<file path="config.mk">
export PLATFORM = sky130hd
export DESIGN_NAME = prio_accept_unit
export DESIGN_NICKNAME = d
export VERILOG_FILES = /design/src/rtl/prio_accept_pkg.sv /design/src/rtl/prio_accept_enc.sv /design/src/rtl/prio_accept_dp.sv /design/src/rtl/prio_accept_ctrl.sv /design/src/rtl/prio_accept_unit.sv
export SDC_FILE = /design/constraint.sdc
export NUM_CORES = 1
export LEC_CHECK = 0
export ABC_CLOCK_PERIOD_IN_PS = 5800
export CORE_MARGIN = 5
export CORE_UTILIZATION = 35
export DETAILED_ROUTE_END_ITERATION = 10
export DONT_BUFFER_PORTS = 1
export PLACE_DENSITY_LB_ADDON = 0.15
export SYNTH_ARGS = -nofsm -noshare
export SYNTH_HDL_FRONTEND = slang
export SYNTH_HIERARCHICAL = 1
export SYNTH_SLANG_ARGS = --single-unit
</file>
<file path="constraint.sdc">
create_clock -name clk -period 5.8 [get_ports clk]
set_clock_uncertainty 0.1 [all_clocks]
set_input_delay 1.16 -clock clk [delete_from_list [all_inputs] [get_ports clk]]
set_output_delay 1.16 -clock clk [all_outputs]
set_load 0.05 [all_outputs]
</file>
<file path="src/rtl/prio_accept_pkg.sv">
package prio_accept_pkg;

  // Strobes from the control module to the datapath.
  typedef struct packed {
    logic reqFire;   // latch a valid, non-reserved request
    logic ackFire;   // move the offered vector to in-service
    logic eoiFire;   // retire the top in-service vector
    logic tprWrite;  // load the task-priority register
  } strobe_t;

endpackage

</file>
<file path="src/rtl/prio_accept_enc.sv">
module prio_accept_enc #(
  parameter int N = 256,
  localparam int IDX_W = $clog2(N)
) (
  input  logic [N-1:0]     mapIn,
  output logic             anyOut,
  output logic [IDX_W-1:0] idxOut
);

  // The highest set bit wins.
  always_comb begin
    anyOut = 1'b0;
    idxOut = '0;
    for (int i = 0; i < N; i++) begin
      if (mapIn[i]) begin
        anyOut = 1'b1;
        idxOut = IDX_W'(i);
      end
    end
  end

endmodule

</file>
<file path="src/rtl/prio_accept_dp.sv">
module prio_accept_dp
  import prio_accept_pkg::*;
#(
  parameter int VEC_W     = 8,
  parameter int RSV_LIMIT = 32,
  localparam int NUM_VEC  = 1 << VEC_W
) (
  input  logic             clk,
  input  logic             rstN,
  input  strobe_t          stb,
  input  logic [VEC_W-1:0] reqVec,
  input  logic [VEC_W-1:0] tprWrData,
  output logic             pendAny,
  output logic [VEC_W-1:0] pendVec,
  output logic             isrAny,
  output logic [VEC_W-1:0] isrVec,
  output logic [VEC_W-1:0] tprVal
);

  logic [NUM_VEC-1:0] pendMap;
  logic [NUM_VEC-1:0] isrMap;

  // Waiting requests. A request in the same cycle overrides the clear from an acknowledge.
  always_ff @(posedge clk or negedge rstN) begin
    if (!rstN) begin
      pendMap <= '0;
    end else begin
      if (stb.ackFire) pendMap[pendVec] <= 1'b0;
      if (stb.reqFire) pendMap[reqVec]  <= 1'b1;
    end
  end

  // In-service vectors.
  always_ff @(posedge clk or negedge rstN) begin
    if (!rstN) begin
      isrMap <= '0;
    end else begin
      if (stb.eoiFire) isrMap[isrVec]  <= 1'b0;
      if (stb.ackFire) isrMap[pendVec] <= 1'b1;
    end
  end

  always_ff @(posedge clk or negedge rstN) begin
    if (!rstN) tprVal <= '0;
    else if (stb.tprWrite) tprVal <= tprWrData;
  end

  // One encoder per map.
  for (genvar g = 0; g < 2; g++) begin : gEnc
    if (g == 0) begin : gPend
      prio_accept_enc #(.N(NUM_VEC)) uEnc (
        .mapIn(pendMap), .anyOut(pendAny), .idxOut(pendVec));
    end else begin : gIsr
      prio_accept_enc #(.N(NUM_VEC)) uEnc (
        .mapIn(isrMap), .anyOut(isrAny), .idxOut(isrVec));
    end
  end

  AST_RSV_NEVER_PENDING: assert property (@(posedge clk) disable iff (!rstN)
    pendMap[RSV_LIMIT-1:0] == '0);

  AST_ACK_SETS_ISR: assert property (@(posedge clk) disable iff (!rstN)
    stb.ackFire |=> isrMap[$past(pendVec)]);

  AST_EOI_CLEARS_TOP: assert property (@(posedge clk) disable iff (!rstN)
    stb.eoiFire && !stb.ackFire |=> !isrMap[$past(isrVec)]);

endmodule

</file>
<file path="src/rtl/prio_accept_ctrl.sv">
module prio_accept_ctrl
  import prio_accept_pkg::*;
#(
  parameter int VEC_W     = 8,
  parameter int CLASS_W   = 4,
  parameter int RSV_LIMIT = 32,
  parameter int ADDR_W    = 2,
  parameter int TPR_ADDR  = 0
) (
  input  logic              clk,
  input  logic              rstN,
  input  logic              reqValid,
  input  logic [VEC_W-1:0]  reqVec,
  input  logic              ackIn,
  input  logic              eoiIn,
  input  logic              coreIntEn,
  input  logic              busWrEn,
  input  logic [ADDR_W-1:0] busAddr,
  input  logic              pendAny,
  input  logic [VEC_W-1:0]  pendVec,
  input  logic              isrAny,
  input  logic [VEC_W-1:0]  isrVec,
  input  logic [VEC_W-1:0]  tprVal,
  output strobe_t           stb,
  output logic              intOut
);

  localparam int CLS_LO = VEC_W - CLASS_W;

  logic [CLASS_W-1:0] pendCls, isrCls, tprCls;
  logic               aboveTpr, aboveIsr, eligible;

  assign pendCls  = pendVec[VEC_W-1:CLS_LO];
  assign isrCls   = isrVec[VEC_W-1:CLS_LO];
  assign tprCls   = tprVal[VEC_W-1:CLS_LO];
  assign aboveTpr = pendCls > tprCls;
  assign aboveIsr = !isrAny || (pendCls > isrCls);
  assign eligible = pendAny && aboveTpr && aboveIsr && coreIntEn;
  assign intOut   = eligible;

  always_comb begin
    stb          = '0;
    stb.reqFire  = reqValid && (int'(reqVec) >= RSV_LIMIT);
    stb.ackFire  = ackIn && eligible;
    stb.eoiFire  = eoiIn && isrAny;
    stb.tprWrite = busWrEn && (int'(busAddr) == TPR_ADDR);
  end

  AST_INT_NEEDS_EN: assert property (@(posedge clk) disable iff (!rstN)
    intOut |-> coreIntEn);

  AST_INT_ABOVE_TPR: assert property (@(posedge clk) disable iff (!rstN)
    intOut |-> pendVec[VEC_W-1:CLS_LO] > tprVal[VEC_W-1:CLS_LO]);

  AST_INT_ABOVE_ISR: assert property (@(posedge clk) disable iff (!rstN)
    intOut && isrAny |-> pendVec[VEC_W-1:CLS_LO] > isrVec[VEC_W-1:CLS_LO]);

  AST_ACK_ONLY_ON_INT: assert property (@(posedge clk) disable iff (!rstN)
    stb.ackFire |-> intOut && pendAny);

endmodule

</file>
<file path="src/rtl/prio_accept_unit.sv">
module prio_accept_unit
  import prio_accept_pkg::*;
#(
  parameter int VEC_W     = 8,
  parameter int CLASS_W   = 4,
  parameter int RSV_LIMIT = 32,
  parameter int ADDR_W    = 2,
  parameter int TPR_ADDR  = 0
) (
  input  logic              clk,
  input  logic              rstN,
  input  logic              reqValid,
  input  logic [VEC_W-1:0]  reqVector,
  input  logic              coreIntEn,
  output logic              intOut,
  input  logic              ackIn,
  output logic [VEC_W-1:0]  ackVector,
  input  logic              eoiIn,
  input  logic [ADDR_W-1:0] busAddr,
  input  logic              busWrEn,
  input  logic [VEC_W-1:0]  busWrData,
  output logic [VEC_W-1:0]  busRdData
);

  strobe_t          stb;
  logic             pendAny, isrAny;
  logic [VEC_W-1:0] pendVec, isrVec, tprVal;

  prio_accept_ctrl #(
    .VEC_W(VEC_W), .CLASS_W(CLASS_W), .RSV_LIMIT(RSV_LIMIT),
    .ADDR_W(ADDR_W), .TPR_ADDR(TPR_ADDR)
  ) uCtrl (
    .clk(clk), .rstN(rstN), .reqValid(reqValid), .reqVec(reqVector),
    .ackIn(ackIn), .eoiIn(eoiIn), .coreIntEn(coreIntEn),
    .busWrEn(busWrEn), .busAddr(busAddr),
    .pendAny(pendAny), .pendVec(pendVec), .isrAny(isrAny), .isrVec(isrVec),
    .tprVal(tprVal), .stb(stb), .intOut(intOut)
  );

  prio_accept_dp #(.VEC_W(VEC_W), .RSV_LIMIT(RSV_LIMIT)) uDp (
    .clk(clk), .rstN(rstN), .stb(stb), .reqVec(reqVector),
    .tprWrData(busWrData), .pendAny(pendAny), .pendVec(pendVec),
    .isrAny(isrAny), .isrVec(isrVec), .tprVal(tprVal)
  );

  assign ackVector = pendVec;
  assign busRdData = (int'(busAddr) == TPR_ADDR) ? tprVal : '0;

  AST_TPR_READBACK: assert property (@(posedge clk) disable iff (!rstN)
    busWrEn && int'(busAddr) == TPR_ADDR |=> busRdData == $past(busWrData) || int'(busAddr) != TPR_ADDR);

endmodule

</file>
==> metrics.md, run 1 <==
| Metric | Value |
|---|---|
| #FFs+latches synth | `520` |
| Adder-Cell Fraction of Synth Area | `0.3522%` |
| CP Data Arrival Time | `4440 ps` |
| Critical Path End Type | `output pin` |
| Compound-gate portion of the synthesized area | `24.44%` |
| Clock latency on the worst-skew pair | `660 ps` |
| Status | `complete, but fails checks` |
| Met2 wire length | `57.04 mm` |
| Share of cells above drive strength 1 | `10.38%` |
| Placed Cells | `4091` |
| TritonCTS Sinks | `520` |
| Overall die width | `295.0 um` |
| Post-Synthesis Mean Instance Area | `9.081 um^2` |
| Max Clock Freq | `175.4 MHz` |
| Hold Vio Cnt, Final | `0` |
| # port buffers | `0` |
| CP Max Fanout | `5` |
| Die height | `295.0 um` |
| Worst-Margin Slew | `2430 ps` |
| CP Launch Type | `flop` |
| DRT met1 WL | `55.20 mm` |
| Vias in the first global route | `26.58k` |
| Vias | `27.90k` |
| Full die area | `87010 um^2` |
| Max-Cap Viols | `0` |
| DRT iter0 DRCs | `3387` |
| Post-synthesis cell type count | `84` |
| # rows | `104` |
| Most used DFF post-synth | `dfrtp_1` |
| Sequential fraction of the synthesis area | `45.78%` |
| Top sig layer | `met5` |
| DR WL/cell | `30.93 um` |
| Synth cell count leaders | `dfrtp_1, nand2_1, nand3_1` |
| Gpl congestion | `1.018` |
| Post-DP HPWL | `90.85 mm` |
| Final period utilization | `98.30%` |
| Largest family of logic cells by synthesized area | `simple AND/OR/NAND/NOR gates` |
| Normalized max-slew margin | `-61.98%` |
| Antenna viol nets, final | `0` |
| Post-layout min period | `5702 ps` |
| CTS tree | `yes` |
| Top-count cell post-synth | `dfrtp_1` |
| DR DRC count | `0` |
| Antenna cells | `0` |
| Root Driver | `clkbuf_16` |
| Postcts setup bufs | `0` |
| Total CTS buffers | `60` |
| Initial antenna violation count | `2` |
| Core area | `80550 um^2` |
| Final-report max-slew violation count | `265` |
| Final Instance Count excl. Fillers | `4202` |
| Final setup viols | `0` |
| Nets | `3126` |
| Yosys warns | `6` |
| Largest area contributor in the synthesized netlist | `dfrtp_1` |
| Area Growth Syn to Fin | `13.80%` |
| GRT overflow | `0` |
| Initial core utilization | `35.29%` |
| H-tree depth | `2` |
| DRT Pass-1 Iters | `5` |
| Pin count of the biggest net entering global routing | `521` |
| Synth top area share | `45.78%` |
| GR Util All Layers | `28.93%` |
| Mapped Cells | `3130` |
| WP data required | `4540 ps` |
| WL met3 | `11.87 mm` |
| FILL cells | `7829` |
| Top cells by area, synth | `dfrtp_1, o31ai_1, nand3_1, a22o_1, nand2_1` |
| XOR/XNOR share of the synthesized area | `0%` |
| Synth Cell Area | `28420 um^2` |
| Syn Nets | `3163` |
| HP Class | `input port to asynchronous set/reset pin` |
| Violated checks | `max-slew violations` |
| Clock slew at the register clock pins of the worst setup and hold paths | `60 ps` |
| WL final | `130.0 mm` |
| Ports | `42` |
| Crit Path Category | `flop to output pin` |
| First-pass GRT wire length | `187.8 mm` |
| Number of vias per cell | `6.639` |
| FFs w/ async S/R, synth | `100.0%` |
| EDFF count, synth | `0` |
| Synth Area in Simple Gates | `24.51%` |
| Max Buffers Root-to-Sink | `3` |
| Post-synthesis mux area share | `0.3169%` |
state kept, by name, indices dropped and copies added (netlist names):
register     flops
uDp/tprVal       8
uDp/pendMap    256
uDp/isrMap     256
kinds of logic (layout without fill, tap and decap cells):
kind of cell / count (synthesis) / count (layout)
multiplexers: 8 / 8
AO/OA/AOI/OAI: 913 / 913
flip-flops: 520 / 520
buffers and inverters: 317 / 329
AND/OR/NAND/NOR: 1364 / 1364
adder cells (fa/ha/maj): 8 / 8
worst paths after layout:
kind | endpoint | from | slack [ps] | cells past startpoint
min in group clk | uDp/tprVal[2] | uDp/tprVal[2] | 400 | 1
min reg2reg | uDp/tprVal[2] | uDp/tprVal[2] | 400 | 1
min | uDp/isrMap[59] | rstN | 130 | 0
max reg2reg | uDp/pendMap[64] | uDp/isrMap[99] | 660 | 15
max | intOut | uDp/isrMap[99] | 100 | 11
max in group asynchronous | uDp/isrMap[175] | rstN | 3560 | 0
through the flow:
stage,setup TNS [ps],utilization [%],cell area (um^2),hold WS (ps),setup slack [ps]
2_1_floorplan,0,-,28430,366.7,478.1
3_3_place_gp,0,37.34,30080,379.6,768.8
3_5_place_dp,0,37.34,30080,391.3,715.6
4_1_cts,0,40.08,32280,123.9,43.04
5_1_grt,-9.899,40.16,32340,97.67,-9.899
6_report,0,40.16,32340,127.9,98.36
area by class of cell:
| type | instances | area (um^2) | share of cell area [%] |
|---|---|---|---|
| sequential | 520 | 13010 | 40.23 |
| multi-input combinational | 2293 | 14350 | 44.35 |
| clock buffer | 90 | 1824 | 5.640 |
| tap | 1060 | 1326 | 4.100 |
| timing repair buffer | 115 | 1064 | 3.288 |
| clock inverter | 21 | 385.4 | 1.191 |
| inverter | 103 | 386.6 | 1.195 |
layer usage:
metal / global-route usage [%] / vias to the layer above
li1: - / 11970
met4: 10.58 / 2
met1: 40.80 / 14100
met5: 0 / -
met2: 44.50 / 1522
met3: 5.694 / 309
placed cells by master, fill, tap and decap left out, types with 11 or more instances in the layout:
cell type  netlist  layout
nand2b_1        34      31
nor4_1         160     151
buf_12           0      16
a211o_1         12      12
dfrtp_1        520     520
a21oi_1         93      93
inv_1          103     103
o21ai_0         74      73
buf_4            7      99
nand2_1        358     356
nor2b_1         28      26
nand4_1         25      25
nand3_1        316     314
nor2_1         224     219
o2111ai_1       11      11
a2111oi_0       20      18
a22o_1         176     176
clkbuf_16        0      60
or4_1           17      17
clkbuf_8         0      21
o211ai_1        20      20
o2bb2ai_1       80      80
o31ai_1        273     271
a211oi_1        23      23
o31ai_2         11      12
nor3_1          90      85
critical path, cell delays in order, from the launching register on:
cell       delay, ps
dfrtp_1          420
nor4_1           610
nand4_1          420
o21ai_0          620
o21ai_1          140
nand3_1          110
a31o_1           190
ha_1             250
nand2_1           70
o2111ai_1        140
a311oi_2         540
buf_4            300
what timing repair did:
action                                  4_1_cts  5_1_grt
resized for setup                             0       11
hold buffers                                  0        0
endpoints found under the setup margin        0        1
Power of run 1 is not shown: default switching activity piles up to over one toggle a cycle in this logic, so the estimate is an artifact.
==> run 2: changes to the inputs <==
- REMOVE_ABC_BUFFERS: not set -> 1
==> metrics.md, run 2 (synthesis gave the netlist of run 1 again) <==
| Metric | Value |
|---|---|
| Status | `complete, but fails checks` |
| Violated checks | `negative setup slack` |
| WP data required | `4540 ps` |
| Area Growth Syn to Fin | `13.33%` |
| Hold Vio Cnt, Final | `0` |
| Ports | `42` |
| Die height | `295.0 um` |
| Min Hold Slack | `190.6 ps` |
| Placed Cells | `4084` |
| CP Launch Type | `flop` |
| Initial antenna violation count | `5` |
| First-pass GRT wire length | `191.2 mm` |
| TritonCTS Sinks | `520` |
| Final period utilization | `100.0%` |
| CP Max Fanout | `4` |
| Worst-Margin Slew | `1446 ps` |
| Storage element area | `13010 um^2` |
| # rows | `104` |
| Pin count of the biggest net entering global routing | `521` |
| Post-DP HPWL | `90.34 mm` |
| RSZ-0062 raised after global routing | `false` |
| Most frequent cells in the layout | `dfrtp_1, nand2_1, nand3_1` |
| WL final | `132.8 mm` |
| Normalized max-slew margin | `3.599%` |
| Final-report max-slew violation count | `0` |
| Capture point of the worst reg-to-reg path | `uDp/pendMap[61]` |
| Number of vias per cell | `6.657` |
| Largest regs | `uDp/isrMap (256), uDp/pendMap (256), uDp/tprVal (8)` |
| Initial core utilization | `35.29%` |
| Vias | `27.99k` |
| Clock latency on the worst-skew pair | `620 ps` |
| Max-Cap Viols | `0` |
| HP Class | `input port to asynchronous set/reset pin` |
| Overall die width | `295.0 um` |
| Reg-to-Reg Start | `uDp/isrMap[80]` |
| Post-layout min period | `5801 ps` |
| Final setup viols | `1` |
| Crit Path Category | `flop to output pin` |
| CTS tree | `yes` |
| GR Util All Layers | `29.61%` |
| Critical Path End Type | `output pin` |
| Antenna viol nets, final | `0` |
| Vias in the first global route | `26.66k` |
| # port buffers | `0` |
| Commonest non-fill, non-tap cell in the layout | `dfrtp_1` |
| Core area | `80550 um^2` |
| DR WL/cell | `31.59 um` |
| FILL cells | `7904` |
| Root Driver | `clkbuf_16` |
| Final worst slack | `-1.127 ps` |
| H-tree depth | `3` |
| Post-Route Utilization | `39.99%` |
| Max Buffers Root-to-Sink | `3` |
| Final Instance Count excl. Fillers | `4205` |
| Worst reg-to-reg setup slack | `570 ps` |
| Full die area | `87010 um^2` |
| GRT overflow | `0` |
| Total CTS buffers | `66` |
| Share of cells above drive strength 1 | `10.25%` |
| Clock slew at the register clock pins of the worst setup and hold paths | `60 ps` |
| Nets | `3125` |
| DRT iter0 DRCs | `3414` |
| CP Data Arrival Time | `4540 ps` |
| FF-to-FF path depth | `18` |
| Multi-input logic area | `14370 um^2` |
| Gpl congestion | `1.001` |
| Max Clock Freq | `172.4 MHz` |
| DR DRC count | `0` |
| DRT Pass-1 Iters | `6` |
## run 2: cell types whose count changed in the layout (fill, tap and decap cells not counted), sizes merged
cell | previous run | this run
bufinv | 10 | 1
clkinv | 9 | 17
buf | 115 | 108
clkbuf | 90 | 95
diode | 0 | 4
clkinvlp | 0 | 2
## run 2: worst max path at each step
stage / from / endpoint / slack, ps / depth (start not counted)
6_report: uDp/isrMap[80] / intOut / -1 / 14
5_1_grt: uDp/isrMap[76] / intOut / 3 / 14
4_1_cts: uDp/isrMap[88] / intOut / 20 / 14
3_5_place_dp: uDp/isrMap[92] / uDp/pendMap[45] / 230 / 18
3_3_place_gp: uDp/isrMap[92] / uDp/pendMap[204] / 200 / 18
2_1_floorplan: uDp/pendMap[164] / uDp/pendMap[0] / -4210 / 12
## run 2: worst max-delay path: stages, from the launching register on
cell and delay, ps:
dfrtp_1 430, nor4_1 550, nand2_1 250, nor4_2 330, buf_4 190, o21ai_0 210
a21oi_2 310, o21ai_0 110, nand2b_1 130, inv_1 60, ha_1 310, and2b_1 130
o2111ai_1 130, a311oi_2 490, buf_4 290
## run 2: cell type report
type                            count  area share (%)
Antenna cell                        4         0.03107
Clock buffer                       95           5.939
Clock inverter                     22          0.5632
Inverter                          103           1.200
Multi-Input combinational cell   2293           44.62
Sequential cell                   520           40.39
Tap cell                         1060           4.117
Timing Repair Buffer              108           3.138
## run 2: timing repair
action | CTS | global route
gates resized for setup | 8 | 8
setup buffers | 0 | 0
pin swaps | 0 | 2
setup endpoints to repair | 1 | 2
hold buffers | 0 | 0
## run 2: routing by layer
metal | GRT usage [%] | vias up | wire length, um
met4 | 12.12 | 2 | 6358
met1 | 41.95 | 14050 | 56250
met5 | 0.9756 | - | 83
met3 | 7.520 | 317 | 14090
met2 | 43.30 | 1704 | 56050
li1 | - | 11920 | -
## run 2: per-stage QoR
| stage | area, um^2 | setup slack, ps | setup TNS [ps] |
|---|---|---|---|
| 4_1_cts | 32150 | 17.50 | 0 |
| 3_3_place_gp | 30010 | 202.8 | 0 |
| 3_5_place_dp | 30010 | 225.7 | 0 |
| 5_1_grt | 32210 | 2.753 | 0 |
| 2_1_floorplan | 27500 | -4215 | -1153740 |
| 6_report | 32210 | -1.127 | -1.127 |
Power of run 2 is left out for the same reason.
